--- src/rtl/eeprom_rd_pkg.sv ---
package eeprom_rd_pkg;

  // Rounded-up integer division used for phase lengths.
  function automatic int ceil_div(input int num, input int den);
    return (num + den - 1) / den;
  endfunction

  // Slot layout of one frame: select, 3 command, aw address, 17 reply, release.
  function automatic int frame_slots(input int aw);
    return 22 + aw;
  endfunction

  function automatic int rd_first(input int aw);
    return 4 + aw;
  endfunction

  function automatic int rd_last(input int aw);
    return 20 + aw;
  endfunction

  function automatic int rel_slot(input int aw);
    return 21 + aw;
  endfunction

  // Serial data out level for a given slot of the frame.
  function automatic logic frame_bit(input int slot, input logic [7:0] addr, input int aw);
    logic b;
    b = 1'b0;
    if (slot == 1 || slot == 2) b = 1'b1;
    else if (slot >= 4 && slot < 4 + aw) b = addr[aw - 1 - (slot - 4)];
    return b;
  endfunction

  function automatic logic in_reply(input int slot, input int aw);
    return (slot >= rd_first(aw)) && (slot <= rd_last(aw));
  endfunction

endpackage

--- src/rtl/sk_phase_timer.sv ---
module sk_phase_timer #(
  parameter int LO_CYC = 3,
  parameter int HI_CYC = 8
) (
  input  logic clk,
  input  logic rst_n,
  input  logic run,
  output logic sk,
  output logic sample_tick,
  output logic slot_tick
);
  localparam int MAXC = (HI_CYC > LO_CYC) ? HI_CYC : LO_CYC;
  localparam int CW   = $clog2(MAXC + 1);

  logic [CW-1:0] cnt;

  assign sample_tick = run && !sk && (cnt == CW'(LO_CYC - 1));
  assign slot_tick   = run &&  sk && (cnt == CW'(HI_CYC - 1));

  always_ff @(posedge clk or negedge rst_n) begin
    if (!rst_n) begin
      cnt <= '0;
      sk  <= 1'b0;
    end else if (!run) begin
      cnt <= '0;
      sk  <= 1'b0;
    end else if (sample_tick) begin
      cnt <= '0;
      sk  <= 1'b1;
    end else if (slot_tick) begin
      cnt <= '0;
      sk  <= 1'b0;
    end else begin
      cnt <= cnt + 1'b1;
    end
  end

  // the reply sample is taken in the cycle just before the clock rises.
  p_sample_then_rise_r4: assert property (@(posedge clk) disable iff (!rst_n)
    sample_tick |=> sk);

  // a slot ends only by a falling clock.
  p_slot_then_fall_r7: assert property (@(posedge clk) disable iff (!rst_n)
    (slot_tick && run) |=> !sk);

endmodule

--- src/rtl/rx_shift.sv ---
module rx_shift #(
  parameter int W = 16
) (
  input  logic         clk,
  input  logic         rst_n,
  input  logic         shift_en,
  input  logic         din,
  output logic [W-1:0] word
);
  // W+1 shifts per frame push the leading dummy bit off the top.
  always_ff @(posedge clk or negedge rst_n) begin
    if (!rst_n)        word <= '0;
    else if (shift_en) word <= {word[W-2:0], din};
  end
endmodule

--- src/rtl/eeprom_seq_reader.sv ---
module eeprom_seq_reader
  import eeprom_rd_pkg::*;
#(
  parameter int ADDR_W     = 6,
  parameter int SYS_CLK_NS = 10,
  parameter int CNT_W      = ADDR_W + 1
) (
  input  logic              clk,
  input  logic              rst_n,
  input  logic              start,
  input  logic [ADDR_W-1:0] start_addr,
  input  logic [CNT_W-1:0]  word_count,
  output logic              busy,
  output logic              done,
  output logic              word_valid,
  output logic [CNT_W-1:0]  word_idx,
  output logic [15:0]       word_data,
  output logic              mw_cs,
  output logic              mw_sk,
  output logic              mw_do,
  input  logic              mw_di
);
  localparam int LO_CYC = ceil_div(250, SYS_CLK_NS);
  localparam int HI_CYC = ceil_div(750, SYS_CLK_NS);
  localparam int SLOTS  = frame_slots(ADDR_W);
  localparam int SLOT_W = $clog2(SLOTS);
  localparam int RD_END = rd_last(ADDR_W);
  localparam int REL    = rel_slot(ADDR_W);

  logic              run;
  logic [SLOT_W-1:0] slot;
  logic [ADDR_W-1:0] addr_q;
  logic [CNT_W-1:0]  idx_q;
  logic [CNT_W-1:0]  rem_q;

  // Named internal events for the assertions.
  logic sample_tick, slot_tick;
  logic accept_start, zero_start, frame_close, reply_end, last_word;

  assign accept_start = start && !run && (word_count != '0);
  assign zero_start   = start && !run && (word_count == '0);
  assign frame_close  = slot_tick && (slot == SLOT_W'(REL));
  assign reply_end    = slot_tick && (slot == SLOT_W'(RD_END));
  assign last_word    = (rem_q == CNT_W'(1));

  sk_phase_timer #(.LO_CYC(LO_CYC), .HI_CYC(HI_CYC)) u_timer (
    .clk         (clk),
    .rst_n       (rst_n),
    .run         (run),
    .sk          (mw_sk),
    .sample_tick (sample_tick),
    .slot_tick   (slot_tick)
  );

  rx_shift #(.W(16)) u_rx (
    .clk      (clk),
    .rst_n    (rst_n),
    .shift_en (sample_tick && in_reply(int'(slot), ADDR_W)),
    .din      (mw_di),
    .word     (word_data)
  );

  always_ff @(posedge clk or negedge rst_n) begin
    if (!rst_n) begin
      run        <= 1'b0;
      slot       <= '0;
      addr_q     <= '0;
      idx_q      <= '0;
      rem_q      <= '0;
      done       <= 1'b0;
      word_valid <= 1'b0;
      word_idx   <= '0;
    end else begin
      done       <= zero_start || (frame_close && last_word);
      word_valid <= reply_end;
      if (reply_end) word_idx <= idx_q;
      if (accept_start) begin
        run    <= 1'b1;
        slot   <= '0;
        addr_q <= start_addr;
        idx_q  <= '0;
        rem_q  <= word_count;
      end else if (frame_close) begin
        slot <= '0;
        if (last_word) begin
          run <= 1'b0;
        end else begin
          rem_q  <= rem_q - 1'b1;
          idx_q  <= idx_q + 1'b1;
          addr_q <= addr_q + 1'b1;
        end
      end else if (slot_tick) begin
        slot <= slot + 1'b1;
      end
    end
  end

  assign busy  = run;
  assign mw_cs = run && (slot != SLOT_W'(REL));
  assign mw_do = run && frame_bit(int'(slot), 8'(addr_q), ADDR_W);

  // data out holds while the serial clock is high.
  p_do_hold_r7: assert property (@(posedge clk) disable iff (!rst_n)
    (mw_sk && $past(mw_sk)) |-> $stable(mw_do));

  // done pulses only once the run has ended.
  p_done_idle_r8: assert property (@(posedge clk) disable iff (!rst_n)
    done |-> !busy);

  // a word is presented during the release slot of its frame.
  p_valid_in_release_r5: assert property (@(posedge clk) disable iff (!rst_n)
    word_valid |-> (busy && !mw_cs));

  // nothing moves on the serial pins while idle.
  p_idle_quiet_r9: assert property (@(posedge clk) disable iff (!rst_n)
    !busy |-> (!mw_cs && !mw_sk && !mw_do));

  // a start seen during a run does not end or restart it.
  p_start_ignored_r10: assert property (@(posedge clk) disable iff (!rst_n)
    (busy && start && !frame_close) |=> busy);

  // chip select never rises while the clock is high.
  p_cs_rise_low_r2: assert property (@(posedge clk) disable iff (!rst_n)
    $rose(mw_cs) |-> !mw_sk);

endmodule

--- config.mk ---
export PLATFORM = sky130hd
export DESIGN_NAME = eeprom_seq_reader
export DESIGN_NICKNAME = d
export VERILOG_FILES = /design/src/rtl/eeprom_rd_pkg.sv /design/src/rtl/sk_phase_timer.sv /design/src/rtl/rx_shift.sv /design/src/rtl/eeprom_seq_reader.sv
export SDC_FILE = /design/constraint.sdc
export NUM_CORES = 1
export LEC_CHECK = 0
export BUFFER_PORTS_ARGS = -buffer_cell sky130_fd_sc_hd__buf_2
export CAP_MARGIN = 25
export CORE_ASPECT_RATIO = 0.5
export CORE_MARGIN = 1
export CORE_UTILIZATION = 57
export DETAILED_ROUTE_END_ITERATION = 8
export GPL_TIMING_DRIVEN = 0
export PLACE_DENSITY = 0.8
export SLEW_MARGIN = 10
export SYNTH_ARGS = -nofsm -noshare
export SYNTH_HDL_FRONTEND = slang
export SYNTH_HIERARCHICAL = 1
export SYNTH_SLANG_ARGS = --single-unit
--- constraint.sdc ---
create_clock -name clk -period 3.3 [get_ports clk]
set_clock_uncertainty 0.05 [all_clocks]
set_input_delay 0.165 -clock clk [delete_from_list [all_inputs] [get_ports clk]]
set_output_delay 0.165 -clock clk [all_outputs]
set_load 0.01 [all_outputs]
## Word level (Yosys, flattened, before mapping)

Cells that the tools add are included.

| word-level totals | value |
|---|---|
| flip-flop bits (word level) | 59 |
| input bits | 17 |
| output and inout port bits | 29 |
| logic and storage cells | 85 |

| operators by class | value |
|---|---|
| add/subtract/negate cells | 7 |
| $lt $le $gt $ge | 5 |
| equality and inequality tests | 10 |
| mux-type cells | 26 |
| reductions and logical operators | 26 |

Operators by type and width:

| cell | number |
|---|---|
| $mux W7 | 9 |
| $mux W6 | 3 |
| $logic_and A1 B1 Y1 | 15 |
| $mux W5 | 3 |
| $add A7 B1 Y7 const B | 2 |
| $eq A5 B5 Y1 const B | 2 |
| $mux W1 | 10 |
| $eq A7 B1 Y1 const B | 1 |
| $eq A7 B5 Y1 const B | 1 |
| $eq A7 B7 Y1 const B | 1 |
| $logic_not A7 Y1 | 1 |
| $lt A7 B5 Y1 const B | 1 |
| $reduce_bool A7 Y1 | 1 |
| $sub A4 B6 Y7 const A | 1 |
| $sub A7 B1 Y7 const B | 1 |
| $add A6 B1 Y6 const B | 1 |
| $sub A5 B3 Y6 const B | 1 |
| $add A5 B1 Y5 const B | 1 |
| $eq A5 B2 Y1 const B | 1 |
| $eq A5 B3 Y1 const B | 1 |
| $ge A5 B3 Y1 const B | 1 |
| $ge A5 B4 Y1 const B | 1 |
| $le A5 B5 Y1 const B | 1 |
| $lt A5 B4 Y1 const B | 1 |
| 9 further kinds | 13 |

## Longest topological paths before layout

| logic depth | value |
|---|---|
| depth in word-level cells | 8 |
| mapped depth | 10 |
| gate-level depth less buffers | 8 |

## Cells and area by module

Netlist, hierarchy kept.

By module, submodules not included:

| module | instances | cells each | area an instance (sq um) |
|---|---|---|---|
| eeprom_seq_reader | 1 | 204 | 1984.4 |
| rx_shift | 1 | 34 | 649.4 |
| sk_phase_timer | 1 | 47 | 470.5 |

## Worst setup path after synthesis

OpenSTA, ideal clock, no wires.

| timing path | value |
|---|---|
| path kind | register to register |
| from | register u_timer.cnt[2] |
| to | register idx_q[5] |
| data arrival time | 2.186 ns |
| setup slack | 0.928 ns |
| stages on the path, launching flop included | 10 |
| clock period less this slack | 2.372 ns |
| cells stage by stage | dfrtp_1 > nor3b_1 > nand2_1 > nor2_1 > nand2_1 > a211o_1 > buf_2 > buf_4 > o31ai_1 > a21oi_1 |

| on the way | value |
|---|---|
| cells in the longest elaborated chain, start to end | 5 |

RTL lines:

| element | line | source |
|---|---|---|
| start: declaration | sk_phase_timer.sv:15 | `logic [CW-1:0] cnt;` |
| start signal: assignment | sk_phase_timer.sv:34 | `cnt <= cnt + 1'b1;` |
| $eq A7 B7 Y1 | sk_phase_timer.sv:18 | `assign slot_tick = run && sk && (cnt == CW'(HI_CYC - 1));` |
| $logic_and A1 B1 Y1 | sk_phase_timer.sv:18 |  |
| named net slot_tick | eeprom_seq_reader.sv:37 | `logic sample_tick, slot_tick;` |
| $logic_and A1 B1 Y1 | eeprom_seq_reader.sv:42 | `assign frame_close = slot_tick && (slot == SLOT_W'(REL));` |
| $reduce_bool A2 Y1 (no line) | n/a |  |
| $reduce_and A2 Y1 (no line) | n/a |  |
| end signal: assignment | eeprom_seq_reader.sv:89 | `idx_q <= idx_q + 1'b1;` |
| end: declaration | eeprom_seq_reader.sv:33 | `logic [CNT_W-1:0] idx_q;` |

The timed path passes the listed nets, and every way through them passes these cells.
A chain may end at the register's enable or synchronous reset.

## Worst setup path in the final report

| timing path | value |
|---|---|
| from | register u_timer.cnt[2] |
| to | register addr_q[2] |

| on the way | value |
|---|---|
| cells in the longest elaborated chain, start to end | 5 |

RTL lines:

| element | line | source |
|---|---|---|
| $eq A7 B7 Y1 | sk_phase_timer.sv:18 |  |
| $logic_and A1 B1 Y1 | sk_phase_timer.sv:18 |  |
| named net slot_tick | eeprom_seq_reader.sv:37 |  |
| $logic_and A1 B1 Y1 | eeprom_seq_reader.sv:42 |  |
| $reduce_bool A2 Y1 (no line) | n/a |  |
| $reduce_and A2 Y1 (no line) | n/a |  |
| end signal: assignment | eeprom_seq_reader.sv:80 | `addr_q <= start_addr;` |
| end signal: assignment | eeprom_seq_reader.sv:90 | `addr_q <= addr_q + 1'b1;` |
| end: declaration | eeprom_seq_reader.sv:32 | `logic [ADDR_W-1:0] addr_q;` |

The timed path passes the listed nets, and every way through them passes these cells.

==> impl_metrics.json <==
{
  "outcome": "completed",
  "start_util": 0.610,
  "multiInputGateArea_um2": 1490,
  "die_w_um": 106,
  "synth.distinct_cells": 51,
  "tritoncts": "yes",
  "gp_congestion": 0.850,
  "hold_path.class": "in -> reg",
  "holdPathEnd": "rem_q[1]",
  "r2r_start": "u_timer/cnt[2]",
  "rsz0062_at_grt": "false",
  "cts_buffers": 9,
  "synth_top_area_cell": "dfrtp_1",
  "finalWorstPathRequiredPeriod_ns": 2.92,
  "drcViolationCount": 0,
  "clock-sinks": 59,
  "nNetsFinal": 376,
  "synthTopCellsByCount": "dfrtp_1 (59), nand2_1 (21), inv_1 (16), nor2_1 (16), o21ai_0 (16)",
  "synth_top_family_by_area": "simple AND/OR/NAND/NOR gates",
  "syn_avg_cell_area_um2": 10.9,
  "path_class": "reg -> reg",
  "worstPathArrival_ns": 3.12,
  "yosysSeqAreaShare": 0.476,
  "ys_seq_elements": 59,
  "critical_path.top_delay_family": "simple AND/OR/NAND/NOR gates",
  "crit_chain": "nor3b_1 -> nand2_1 -> nor2_1 -> nand2_1 -> a211o_1 -> buf_2 -> or3_1 -> a31oi_1",
  "first_pass_iters": 4,
  "worst_setup_path_start_kind": "flip-flop",
  "numPortBuffers": 45,
  "synth_top_cells_by_area": "dfrtp_1 (48%), ha_1 (5.6%), mux2_4 (4.8%)",
  "area_growth_syn_to_layout_pct": 18.0,
  "min_path_cells": 2,
  "synth_edf_count": 0,
  "reg2reg_depth": 8,
  "worst_hold_startpoint": "word_count[1]",
  "post-synth-top-count-cell": "dfrtp_1",
  "tightest_slew_ns": 0.820,
  "wl_mm": 6.66,
  "critPathSlowestCell": "dfrtp_1",
  "drtIter0Drc": 105,
  "slew_viol_final": 0,
  "synthMuxAreaShare": 0.119,
  "path_buf_inv": 1,
  "synth_compound_area_frac": 0.123,
  "slew_headroom": 0.452,
  "hold_viol_final": 0,
  "drv_cap": 0,
  "timing.rr.end": "addr_q[2]",
  "grt_max_degree": 60,
  "die_area_um2": 5760,
  "antenna_cells": 0,
  "final_layout_size_suffix_gt1_frac": 0.274,
  "synthXorXnorAreaFrac": 0.0198,
  "peakVddDrop_mv": 0.323,
  "dieHeight_um": 54.2,
  "ctsHtreeMaxLevel": 3,
  "cts_setup_buffers": 0,
  "worstPathMaxFanout": 10,
  "yosysTopAreaCellShare": 0.476,
  "groute.usage.overall": 0.253,
  "avgViaCountPerCell": 5.79,
  "grt_pass1_vias": 2271,
  "ctsHoldBuffers": 4,
  "ys_async_sr_fraction": 1.00,
  "wl_per_cell_um": 15.8,
  "final.fill_count": 366,
  "cts_resized": 0,
  "ios": 46,
  "hpwl_mm": 4.58,
  "synth.cell_area_um2": 3100,
  "ys_warn_count": 6,
  "area.sequential_um2": 1480,
  "num_vias": 2433,
  "synthesis.nets": 316,
  "p_per_area_nw_per_um2": 550,
  "path_common_cell": "nand2_1",
  "power_leakage_uw": 0.00174,
  "yosys.area_share.simple": 0.163,
  "clock_latency_ns": 0.34,
  "netlist_instances": 285,
  "setup_tns_ns": 0,
  "end_kind": "flip-flop",
  "regToRegSetupSlack_ns": 0.38,
  "setup_violations": 0,
  "clk_pin_slew_ns": 0.07,
  "root_buffer": "clkbuf_8",
  "grt_first_pass_wirelength_mm": 10.8,
  "cp.required_ns": 3.50,
  "period_share": 0.883,
  "synth_fa_ha_area_frac": 0.0564,
  "num_rows": 18,
  "coreArea_um2": 5090,
  "antenna_found_initial": 0,
  "max_stage_delay_ns": 0.45,
  "clock.fmax_mhz": 343,
  "cts_buffer_depth": 2,
  "synth-main-ff-cell": "dfrtp_1",
  "finalPower_uw": 2020,
  "grt_overflow": 0,
  "antenna_left": 0
}
-- per-stage QoR --
stage	hold WS, ns	util	instance area, µm²	setup WS, ns	cells
after floorplan	-0.181	-	3100	0.928	285
after global placement	0.327	0.671	3420	0.550	400
after detailed placement	0.228	0.672	3420	0.460	400
after CTS	0.00252	0.720	3660	0.441	420
after global routing	0.000873	0.720	3660	0.103	420
final	0.00802	0.720	3660	0.385	420
-- cell type report --
| type | count | area share |
|---|---|---|
| flip-flops and latches | 59 | 0.403 |
| inverters | 16 | 0.0164 |
| well taps | 70 | 0.0239 |
| clock buffers | 12 | 0.0423 |
| multi-input cells | 199 | 0.408 |
| plain buffers | 11 | 0.0202 |
| clock inverters | 4 | 0.0133 |
| repair buffers | 49 | 0.0731 |
-- kinds of logic (layout without fill, tap and decap cells) --
group	after synthesis	count (layout)
mux	29	29
simple gates	90	90
xor+xnor	7	7
buf+inv	27	92
flops	59	59
fa+ha+maj	14	14
compound gates	59	59
-- where the power goes --
part / switching, µW / total [µW] / internal (µW)
Clock: 287 / 676 / 389
Sequential: 127 / 950 / 822
Combinational: 208 / 390 / 182
-- how the worst max path moves through the flow --
stage | start | to | cells past startpoint
finish | u_timer/cnt[2] | addr_q[2] | 8
global route | u_timer/cnt[2] | rem_q[4] | 7
CTS | u_timer/cnt[2] | idx_q[5] | 9
detailed placement | u_timer/cnt[2] | idx_q[5] | 9
global placement | u_timer/cnt[2] | rem_q[4] | 7
floorplan | u_timer/cnt[2] | idx_q[5] | 9
-- placed cells by master, fill, tap and decap left out, types with 2 or more instances in the layout --
master,instances
nand3_1,7
nand2_1,21
nand4_1,2
a211oi_1,2
o21ai_0,16
nor2_1,16
a21o_1,2
or4_1,3
a211o_1,2
a31oi_1,10
mux2_4,10
xnor2_1,5
buf_2,48
buf_4,2
dfrtp_1,59
nor4_1,2
mux2_2,13
clkbuf_1,5
o31ai_1,3
dlygate4sd3_1,4
a211oi_2,2
xor2_1,2
a21oi_1,14
inv_1,16
ha_1,14
clkinv_2,2
mux2i_1,5
clkbuf_8,11
nand3b_1,2
nor3_1,6
nand4b_1,3
nor3b_1,3
o41ai_1,2
or3_1,14
-- worst register-to-register path, delay by kind of cell (launching register included) --
family	cells	cell delay, ns
buffers and inverters	1	0.23
AO/OA/AOI/OAI	2	0.65
AND/OR/NAND/NOR	5	1.44
flip-flops	1	0.45
-- sequential cells by signal (all words and copies together) (netlist names) --
register     cells
busy             1
u_rx/word       16
slot             5
u_timer/sk       1
idx_q            7
done             1
word_idx         7
addr_q           6
u_timer/cnt      7
rem_q            7
word_valid       1
-- layer usage --
| layer | share of wire | track usage | vias to the layer above | wire, µm |
|---|---|---|---|---|
| li1 | - | - | 1160 | - |
| met1 | 0.45 | 0.317 | 1180 | 3020 |
| met2 | 0.47 | 0.424 | 79 | 3120 |
| met3 | 0.064 | 0.0799 | 14 | 428 |
| met4 | 0.014 | 0.0926 | 0 | 92 |
| met5 | 0 | 0 | - | 0 |
Note: power is estimated with default switching activity, not from simulation.
